`src/rtl/irqmux_pkg.sv`:
```
package irqmux_pkg;
  localparam int unsigned BUS_W      = 32;
  localparam int unsigned SLOT_MAX   = 8;
  localparam int unsigned SLOT_SPAN  = 'h40;
  localparam int unsigned OFS_ENABLE = 'h10;
  localparam int unsigned OFS_STATUS = 'h20;
  localparam int unsigned SLOT_BITS  = $clog2(SLOT_SPAN);
  localparam int unsigned IDX_BITS   = $clog2(SLOT_MAX);
  localparam int unsigned WIN_BITS   = SLOT_BITS + IDX_BITS;

  typedef enum logic [1:0] {
    KIND_NONE   = 2'd0,
    KIND_ENABLE = 2'd1,
    KIND_STATUS = 2'd2
  } reg_kind_e;

  typedef struct packed {
    reg_kind_e             kind;
    logic [IDX_BITS-1:0]   slot;
  } reg_sel_t;
endpackage

```
`src/rtl/irqmux_src_sync.sv`:
```
module irqmux_src_sync #(
  parameter int unsigned W      = 32,
  parameter int unsigned STAGES = 2
) (
  input  logic         clk,
  input  logic         arst_n,
  input  logic [W-1:0] async_i,
  output logic [W-1:0] sync_o
);
  logic [W-1:0] chain_q [STAGES];

  generate
    for (genvar s = 0; s < STAGES; s++) begin : g_stage
      if (s == 0) begin : g_first
        always_ff @(posedge clk or negedge arst_n) begin
          if (!arst_n) chain_q[s] <= '0;
          else         chain_q[s] <= async_i;
        end
      end else begin : g_next
        always_ff @(posedge clk or negedge arst_n) begin
          if (!arst_n) chain_q[s] <= '0;
          else         chain_q[s] <= chain_q[s-1];
        end
      end
    end
  endgenerate

  assign sync_o = chain_q[STAGES-1];

  // count edges since reset so the latency check never looks before reset
  logic [1:0] warm_q;
  always_ff @(posedge clk or negedge arst_n) begin
    if (!arst_n)            warm_q <= '0;
    else if (warm_q != 2'd2) warm_q <= warm_q + 2'd1;
  end

  generate
    if (STAGES == 2) begin : g_chk
      AST_SYNC_LATENCY: assert property (@(posedge clk) disable iff (!arst_n)
        (warm_q == 2'd2) |-> (sync_o == $past(async_i, 2)));
    end
  endgenerate
endmodule

```
`src/rtl/irqmux_chan_slot.sv`:
```
module irqmux_chan_slot #(
  parameter int unsigned W = 32
) (
  input  logic         clk,
  input  logic         arst_n,
  input  logic         wr_en,
  input  logic [W-1:0] wr_data,
  input  logic [W-1:0] src_sync,
  output logic [W-1:0] en_o,
  output logic [W-1:0] pend_o,
  output logic         irq_o
);
  logic [W-1:0] en_q;

  always_ff @(posedge clk or negedge arst_n) begin
    if (!arst_n)    en_q <= '0;
    else if (wr_en) en_q <= wr_data;
  end

  assign en_o   = en_q;
  assign pend_o = src_sync & en_q;
  assign irq_o  = |pend_o;

  AST_EN_HOLD: assert property (@(posedge clk) disable iff (!arst_n)
    !wr_en |=> $stable(en_q));
endmodule

```
`src/rtl/irqmux_reg_if.sv`:
```
module irqmux_reg_if
  import irqmux_pkg::*;
#(
  parameter int unsigned NUM_CH = 8,
  parameter int unsigned SRC_W  = 32,
  parameter int unsigned ADDR_W = 12
) (
  input  logic                          clk,
  input  logic                          arst_n,
  input  logic                          bus_en,
  input  logic                          bus_wr,
  input  logic [ADDR_W-1:0]             bus_addr,
  input  logic [NUM_CH-1:0][SRC_W-1:0]  en_all,
  input  logic [NUM_CH-1:0][SRC_W-1:0]  pend_all,
  output logic [NUM_CH-1:0]             wr_strobe,
  output logic [BUS_W-1:0]              rdata,
  output logic                          rvalid
);
  logic [SLOT_BITS-1:0] ofs;
  logic [IDX_BITS-1:0]  idx;
  logic                 in_window;
  logic                 slot_live;
  reg_sel_t             sel;

  assign ofs = bus_addr[SLOT_BITS-1:0];
  assign idx = bus_addr[WIN_BITS-1:SLOT_BITS];

  generate
    if (ADDR_W > WIN_BITS) begin : g_hi
      assign in_window = (bus_addr[ADDR_W-1:WIN_BITS] == '0);
    end else begin : g_nohi
      assign in_window = 1'b1;
    end
  endgenerate

  assign slot_live = in_window && (int'(idx) < NUM_CH);

  always_comb begin
    sel.slot = idx;
    sel.kind = KIND_NONE;
    if (slot_live) begin
      if (int'(ofs) == OFS_ENABLE)      sel.kind = KIND_ENABLE;
      else if (int'(ofs) == OFS_STATUS) sel.kind = KIND_STATUS;
    end
  end

  always_comb begin
    for (int c = 0; c < NUM_CH; c++) begin
      wr_strobe[c] = bus_en && bus_wr && (sel.kind == KIND_ENABLE)
                     && (sel.slot == IDX_BITS'(c));
    end
  end

  logic [BUS_W-1:0] rd_d;
  always_comb begin
    rd_d = '0;
    for (int c = 0; c < NUM_CH; c++) begin
      if (sel.slot == IDX_BITS'(c)) begin
        if (sel.kind == KIND_ENABLE)      rd_d[SRC_W-1:0] = en_all[c];
        else if (sel.kind == KIND_STATUS) rd_d[SRC_W-1:0] = pend_all[c];
      end
    end
  end

  always_ff @(posedge clk or negedge arst_n) begin
    if (!arst_n) begin
      rdata  <= '0;
      rvalid <= 1'b0;
    end else begin
      rvalid <= bus_en && !bus_wr;
      rdata  <= (bus_en && !bus_wr) ? rd_d : '0;
    end
  end

  AST_RVALID_FOLLOWS_READ: assert property (@(posedge clk) disable iff (!arst_n)
    (bus_en && !bus_wr) |=> rvalid);
  AST_RVALID_ONLY_READ: assert property (@(posedge clk) disable iff (!arst_n)
    rvalid |-> $past(bus_en && !bus_wr));
  AST_EMPTY_SLOT_ZERO: assert property (@(posedge clk) disable iff (!arst_n)
    $past(bus_en && !bus_wr && !slot_live) |-> (rdata == '0));
  AST_ONE_STROBE: assert property (@(posedge clk) disable iff (!arst_n)
    $onehot0(wr_strobe));
endmodule

```
`src/rtl/irq_fanout_mux.sv`:
```
module irq_fanout_mux
  import irqmux_pkg::*;
#(
  parameter int unsigned NUM_CH = 8,
  parameter int unsigned SRC_W  = 32,
  parameter int unsigned ADDR_W = 12
) (
  input  logic              clk,
  input  logic              arst_n,
  input  logic [SRC_W-1:0]  src_irq_i,
  input  logic              bus_en_i,
  input  logic              bus_wr_i,
  input  logic [ADDR_W-1:0] bus_addr_i,
  input  logic [BUS_W-1:0]  bus_wdata_i,
  output logic [BUS_W-1:0]  bus_rdata_o,
  output logic              bus_rvalid_o,
  output logic [NUM_CH-1:0] irq_o
);
  logic [SRC_W-1:0]             src_sync;
  logic [NUM_CH-1:0][SRC_W-1:0] en_all;
  logic [NUM_CH-1:0][SRC_W-1:0] pend_all;
  logic [NUM_CH-1:0]            wr_strobe;

  irqmux_src_sync #(.W(SRC_W), .STAGES(2)) u_sync (
    .clk     (clk),
    .arst_n  (arst_n),
    .async_i (src_irq_i),
    .sync_o  (src_sync)
  );

  generate
    for (genvar c = 0; c < NUM_CH; c++) begin : g_ch
      irqmux_chan_slot #(.W(SRC_W)) u_slot (
        .clk      (clk),
        .arst_n   (arst_n),
        .wr_en    (wr_strobe[c]),
        .wr_data  (bus_wdata_i[SRC_W-1:0]),
        .src_sync (src_sync),
        .en_o     (en_all[c]),
        .pend_o   (pend_all[c]),
        .irq_o    (irq_o[c])
      );

      AST_IRQ_NEEDS_ENABLE: assert property (@(posedge clk) disable iff (!arst_n)
        irq_o[c] |-> (en_all[c] != '0));
      AST_IRQ_NEEDS_SOURCE: assert property (@(posedge clk) disable iff (!arst_n)
        irq_o[c] |-> (src_sync != '0));
    end
  endgenerate

  irqmux_reg_if #(.NUM_CH(NUM_CH), .SRC_W(SRC_W), .ADDR_W(ADDR_W)) u_regs (
    .clk       (clk),
    .arst_n    (arst_n),
    .bus_en    (bus_en_i),
    .bus_wr    (bus_wr_i),
    .bus_addr  (bus_addr_i),
    .en_all    (en_all),
    .pend_all  (pend_all),
    .wr_strobe (wr_strobe),
    .rdata     (bus_rdata_o),
    .rvalid    (bus_rvalid_o)
  );
endmodule

```
`config.mk`:
```
export PLATFORM = sky130hd
export DESIGN_NAME = irq_fanout_mux
export DESIGN_NICKNAME = d
export VERILOG_FILES = /design/src/rtl/irqmux_pkg.sv /design/src/rtl/irqmux_src_sync.sv /design/src/rtl/irqmux_chan_slot.sv /design/src/rtl/irqmux_reg_if.sv /design/src/rtl/irq_fanout_mux.sv
export SDC_FILE = /design/constraint.sdc
export NUM_CORES = 1
export LEC_CHECK = 0
export BUFFER_PORTS_ARGS = -buffer_cell sky130_fd_sc_hd__buf_2
export CAP_MARGIN = 15
export CORE_AREA = 2 2 174 176
export DETAILED_ROUTE_END_ITERATION = 7
export DIE_AREA = 0 0 176 178
export PLACE_DENSITY = 0.79
export SKIP_LAST_GASP = 1
export SLEW_MARGIN = 20
export SYNTH_ARGS = -nofsm -noshare
export SYNTH_HDL_FRONTEND = slang
export SYNTH_SLANG_ARGS = --single-unit
```
`constraint.sdc`:
```
create_clock -name clk -period 2.2 [get_ports clk]
set_input_delay 0.11 -clock clk [delete_from_list [all_inputs] [get_ports clk]]
set_output_delay 0.11 -clock clk [all_outputs]
set_load 0.005 [all_outputs]
```
==> reports/metrics.csv <==
stage;metric;value;unit
critical_path;crit_arrival;2.43;ns
synth;yosysUniqueCellTypes;49;
sta;slew_headroom;0.5923;
critical_path;path_class;flop to output pin;
global_routing;grt_pass1_vias;13930;
sta;timing.setup.tns;-1.893;ns
route;wl_per_cell;27.00;um
sta;finClkSkew;0.01864;ns
floorplan;fp-row-count;63;
worst_hold_path;hp-class;input port to flop;
synth;synth_fa_ha_area_frac;0;
floorplan;fp.dieW;176;um
synth;yosysMostFrequentCell;dfrtp_1;
global_routing;grt_use_total;0.3524;
critical_path;worstReg2RegStart;u_sync.sync_o[2];
sta;slew_viol_final;0;
pwr;combPwrFrac;0.070;
status;violations;setup timing;
finish;fillers;2047;
synth;postSynthAreaPerCell;11.93;sq um
sta;tightestPinTransition;0.6115;ns
synth;synthesis.nets;1543;
sta;setup_viol;8;
synth;synth_top_area_frac;0.5060;
finish;multi_input_comb_area;7920;sq um
finish;synthToLayoutAreaGrowth;20.16;%
floorplan;initial_core_util;0.5937;
sta;fin_crit_sh;1.156;
critical_path;worstPathRequired;2.09;ns
synth;synth_cells;1463;
route;ant_nets;0;
run;timing.max_cap.violations;0;
finish;area.sequential;8867;sq um
synth;synth_flop_cell;dfrtp_1;
clock_tree;cts_buffers;39;
global_routing;grt_antenna_before_repair;0;
global_routing;grt_busiest_layer;met2;
critical_path;rr_worst_depth;4;
pwr;power_density;673.9;nW/um^2
pwr;ir_drop;0.5358;mV
pwr;p_sw;3370;uW
floorplan;die_area;31330;sq um
finish;antenna_cells;0;
global_routing;grt_pass1_wl;83150;um
synth;synth_xor_area_frac;0;
clock_tree;cts_tree;built;
sta;fin_hold_ws;0.04950;ns
pwr;swShare;0.2384;
placement;place_area;18600;sq um
route;firstDrtPassIters;5;
route;vias_per_cell;6.922;
pwr;p_leak;0.009544;uW
sta;hold_viol;0;
synth;synthArstFlopShare;1.000;
placement;place_hpwl;36580;um
placement;io_buffers;120;
synth;synth-edff-count;0;
critical_path;cp-end-kind;output pin;
floorplan;die_y;178;um
worst_hold_path;holdPathEnd;u_regs.rdata[31];
clock_tree;insertion_delay;0.54;ns
floorplan;ios;121;
floorplan;coreArea;29400;sq um
synth;yosys.area.top_type;dfrtp_1;
clock_tree;cts_max_level;2;
global_routing;met3_usage;0.07779;
route;drt_wl_total;55240;um
pwr;p_int;10770;uW
placement;place_ws;0.05717;ns
route;first_iter_violations;1870;
route;drcViolationCount;0;
sta;rsz0062_at_grt;true;
clock_tree;cts_buffer_depth;3;
synth;synthSimpleGateAreaFrac;0.06379;
sta;fin_crit;2.543;ns
global_routing;grt_remaining_overflow;0;
finish;postLayoutCellArea;20980;sq um
clock_tree;path_clk_slew;0.06;ns
finish;drive_gt1_frac;0.3653;
clock_tree;cts_sinks;353;
critical_path;worst_setup_path_start_kind;flop;
global_routing;met2_usage;0.5438;
pwr;clock_power_share;0.456;
clock_tree;cts_root_buf;clkbuf_16;
critical_path;ff2ff_setup_slack;0.57;ns
synth;synth_top_family_by_area;multiplexers;
global_routing;grt_max_degree;68;
worst_hold_path;min_from;bus_addr_i[9];
sta;clock.fmax;0.3932;GHz
finish;nNetsFinal;1708;
route;vias;14160;
synth;synth-seq-area-share;0.5060;
global_routing;grtUsageMet1;0.4810;
synth;ys_top_cells_by_area;dfrtp_1 (51%), mux2_2 (13%), a22oi_1 (4.6%), mux2_4 (2.6%), o21ai_0 (2.5%);
synth;synth_compound_area_frac;0.1737;
critical_path;path_max_fanout;3;
status;status;finished with violations;
synth;synth_commonest_cells;dfrtp_1 (353), mux2_2 (202), a22oi_1 (107);
synth;ys_warn_count;0;
synth;synth-seq-cells;353;
critical_path;worstReg2RegEnd;u_regs.rdata[2];
worst_hold_path;whs_path_depth;5;
synth;synth.area.mux_share;0.1971;
placement;routabilityCongestion;0.9736;
pwr;pwr-share-seq;0.473;
sta;timing.final.ws_setup;-0.3430;ns
synth;netlist_area;17460;sq um
-- repair_timing --
| action | CTS | global route |
|---|---|---|
| resized for setup | 63 | 28 |
| endpoints found under the setup margin | 8 | 8 |
| endpoints found under the hold margin | 627 | 0 |
| pin swaps | 8 | 12 |
| cloned | 0 | 1 |
| hold buffers | 65 | 0 |
| buffers inserted | 2 | 9 |
-- flip-flops by register name, indices dropped and copies added (netlist names) --
name,count
g_ch.u_slot.en_o,256
u_regs.rdata,32
u_regs.rvalid,1
u_sync.chain_q,32
u_sync.sync_o,32
-- power groups by stage --
stage | Sequential (uW) | Clock [uW] | Combinational (uW)
floorplan | 6700 | 0 | 398
CTS | 6690 | 6500 | 937
global placement | 6790 | 0 | 816
global route | 6690 | 6800 | 1050
detailed placement | 6790 | 0 | 831
finish | 6690 | 6450 | 993
-- worst max path at each step --
| stage | slack (ns) | start | endpoint | depth (start not counted) |
|---|---|---|---|---|
| 3_5_place_dp | 0.06 | bus_addr_i[3] | g_ch[4].u_slot.en_o[15] | 7 |
| 5_1_grt | -0.34 | u_sync.sync_o[24] | irq_o[7] | 6 |
| 4_1_cts | -0.31 | u_sync.sync_o[24] | irq_o[7] | 6 |
| 2_1_floorplan | 0.30 | bus_addr_i[11] | g_ch[3].u_slot.en_o[11] | 6 |
| 3_3_place_gp | 0.12 | bus_addr_i[3] | g_ch[4].u_slot.en_o[23] | 7 |
| 6_report | -0.34 | g_ch[6].u_slot.en_o[24] | irq_o[6] | 5 |
-- metrics by stage --
stage / power (uW) / instances / utilization
finish: 14140 / 2046 / 0.7134
global route: 14540 / 2046 / 0.7134
CTS: 14130 / 2036 / 0.7068
detailed placement: 7619 / 1900 / 0.6326
global placement: 7601 / 1900 / 0.6326
floorplan: 7099 / 1463 / -
-- layout make-up --
type                            instances  share of cell area
Timing Repair Buffer                  270              0.1055
Clock inverter                          6            0.002446
Inverter                               56             0.01002
Sequential cell                       353              0.4227
Tap cell                              390             0.02326
Multi-Input combinational cell        908              0.3776
Clock buffer                           63             0.05851
-- cells by family after synthesis --
logic type,after synthesis
flops,353
compound gates,432
mux,298
buf+inv,202
simple gates,178
-- layer usage --
layer	share of wire	wire length [um]	vias up
li1	-	-	5877
met1	0.39	21350	7085
met2	0.46	25140	1001
met3	0.11	6120	200
met4	0.048	2630	0
met5	0	0	-
-- cells in the final DEF, fill, tap and decap left out, types with 5 or more instances in the layout --
master	n
o211ai_1	25
clkbuf_1	9
or2_2	6
a2bb2oi_1	37
buf_4	56
a21oi_1	56
buf_12	24
mux2_4	30
a21o_1	5
a22o_1	7
a22oi_1	61
mux2_1	24
nand2_1	50
mux2i_1	40
a22oi_2	46
o2111ai_1	5
or4_4	8
nand4_1	30
dfrtp_2	27
o32ai_1	36
inv_1	56
nand3b_1	53
dlygate4sd3_1	65
clkbuf_16	40
a211oi_1	31
dfrtp_1	326
clkbuf_8	14
a221oi_1	29
mux2_2	202
o21ai_0	87
buf_2	120
-- worst max-delay path: stages, from the launching register on --
cell and delay (ns):
dfrtp_1 0.42, a22o_1 0.32, a221oi_2 0.30, nand4_1 0.23
or4_1 0.47, buf_2 0.15
(Power assumes the default switching activity.)
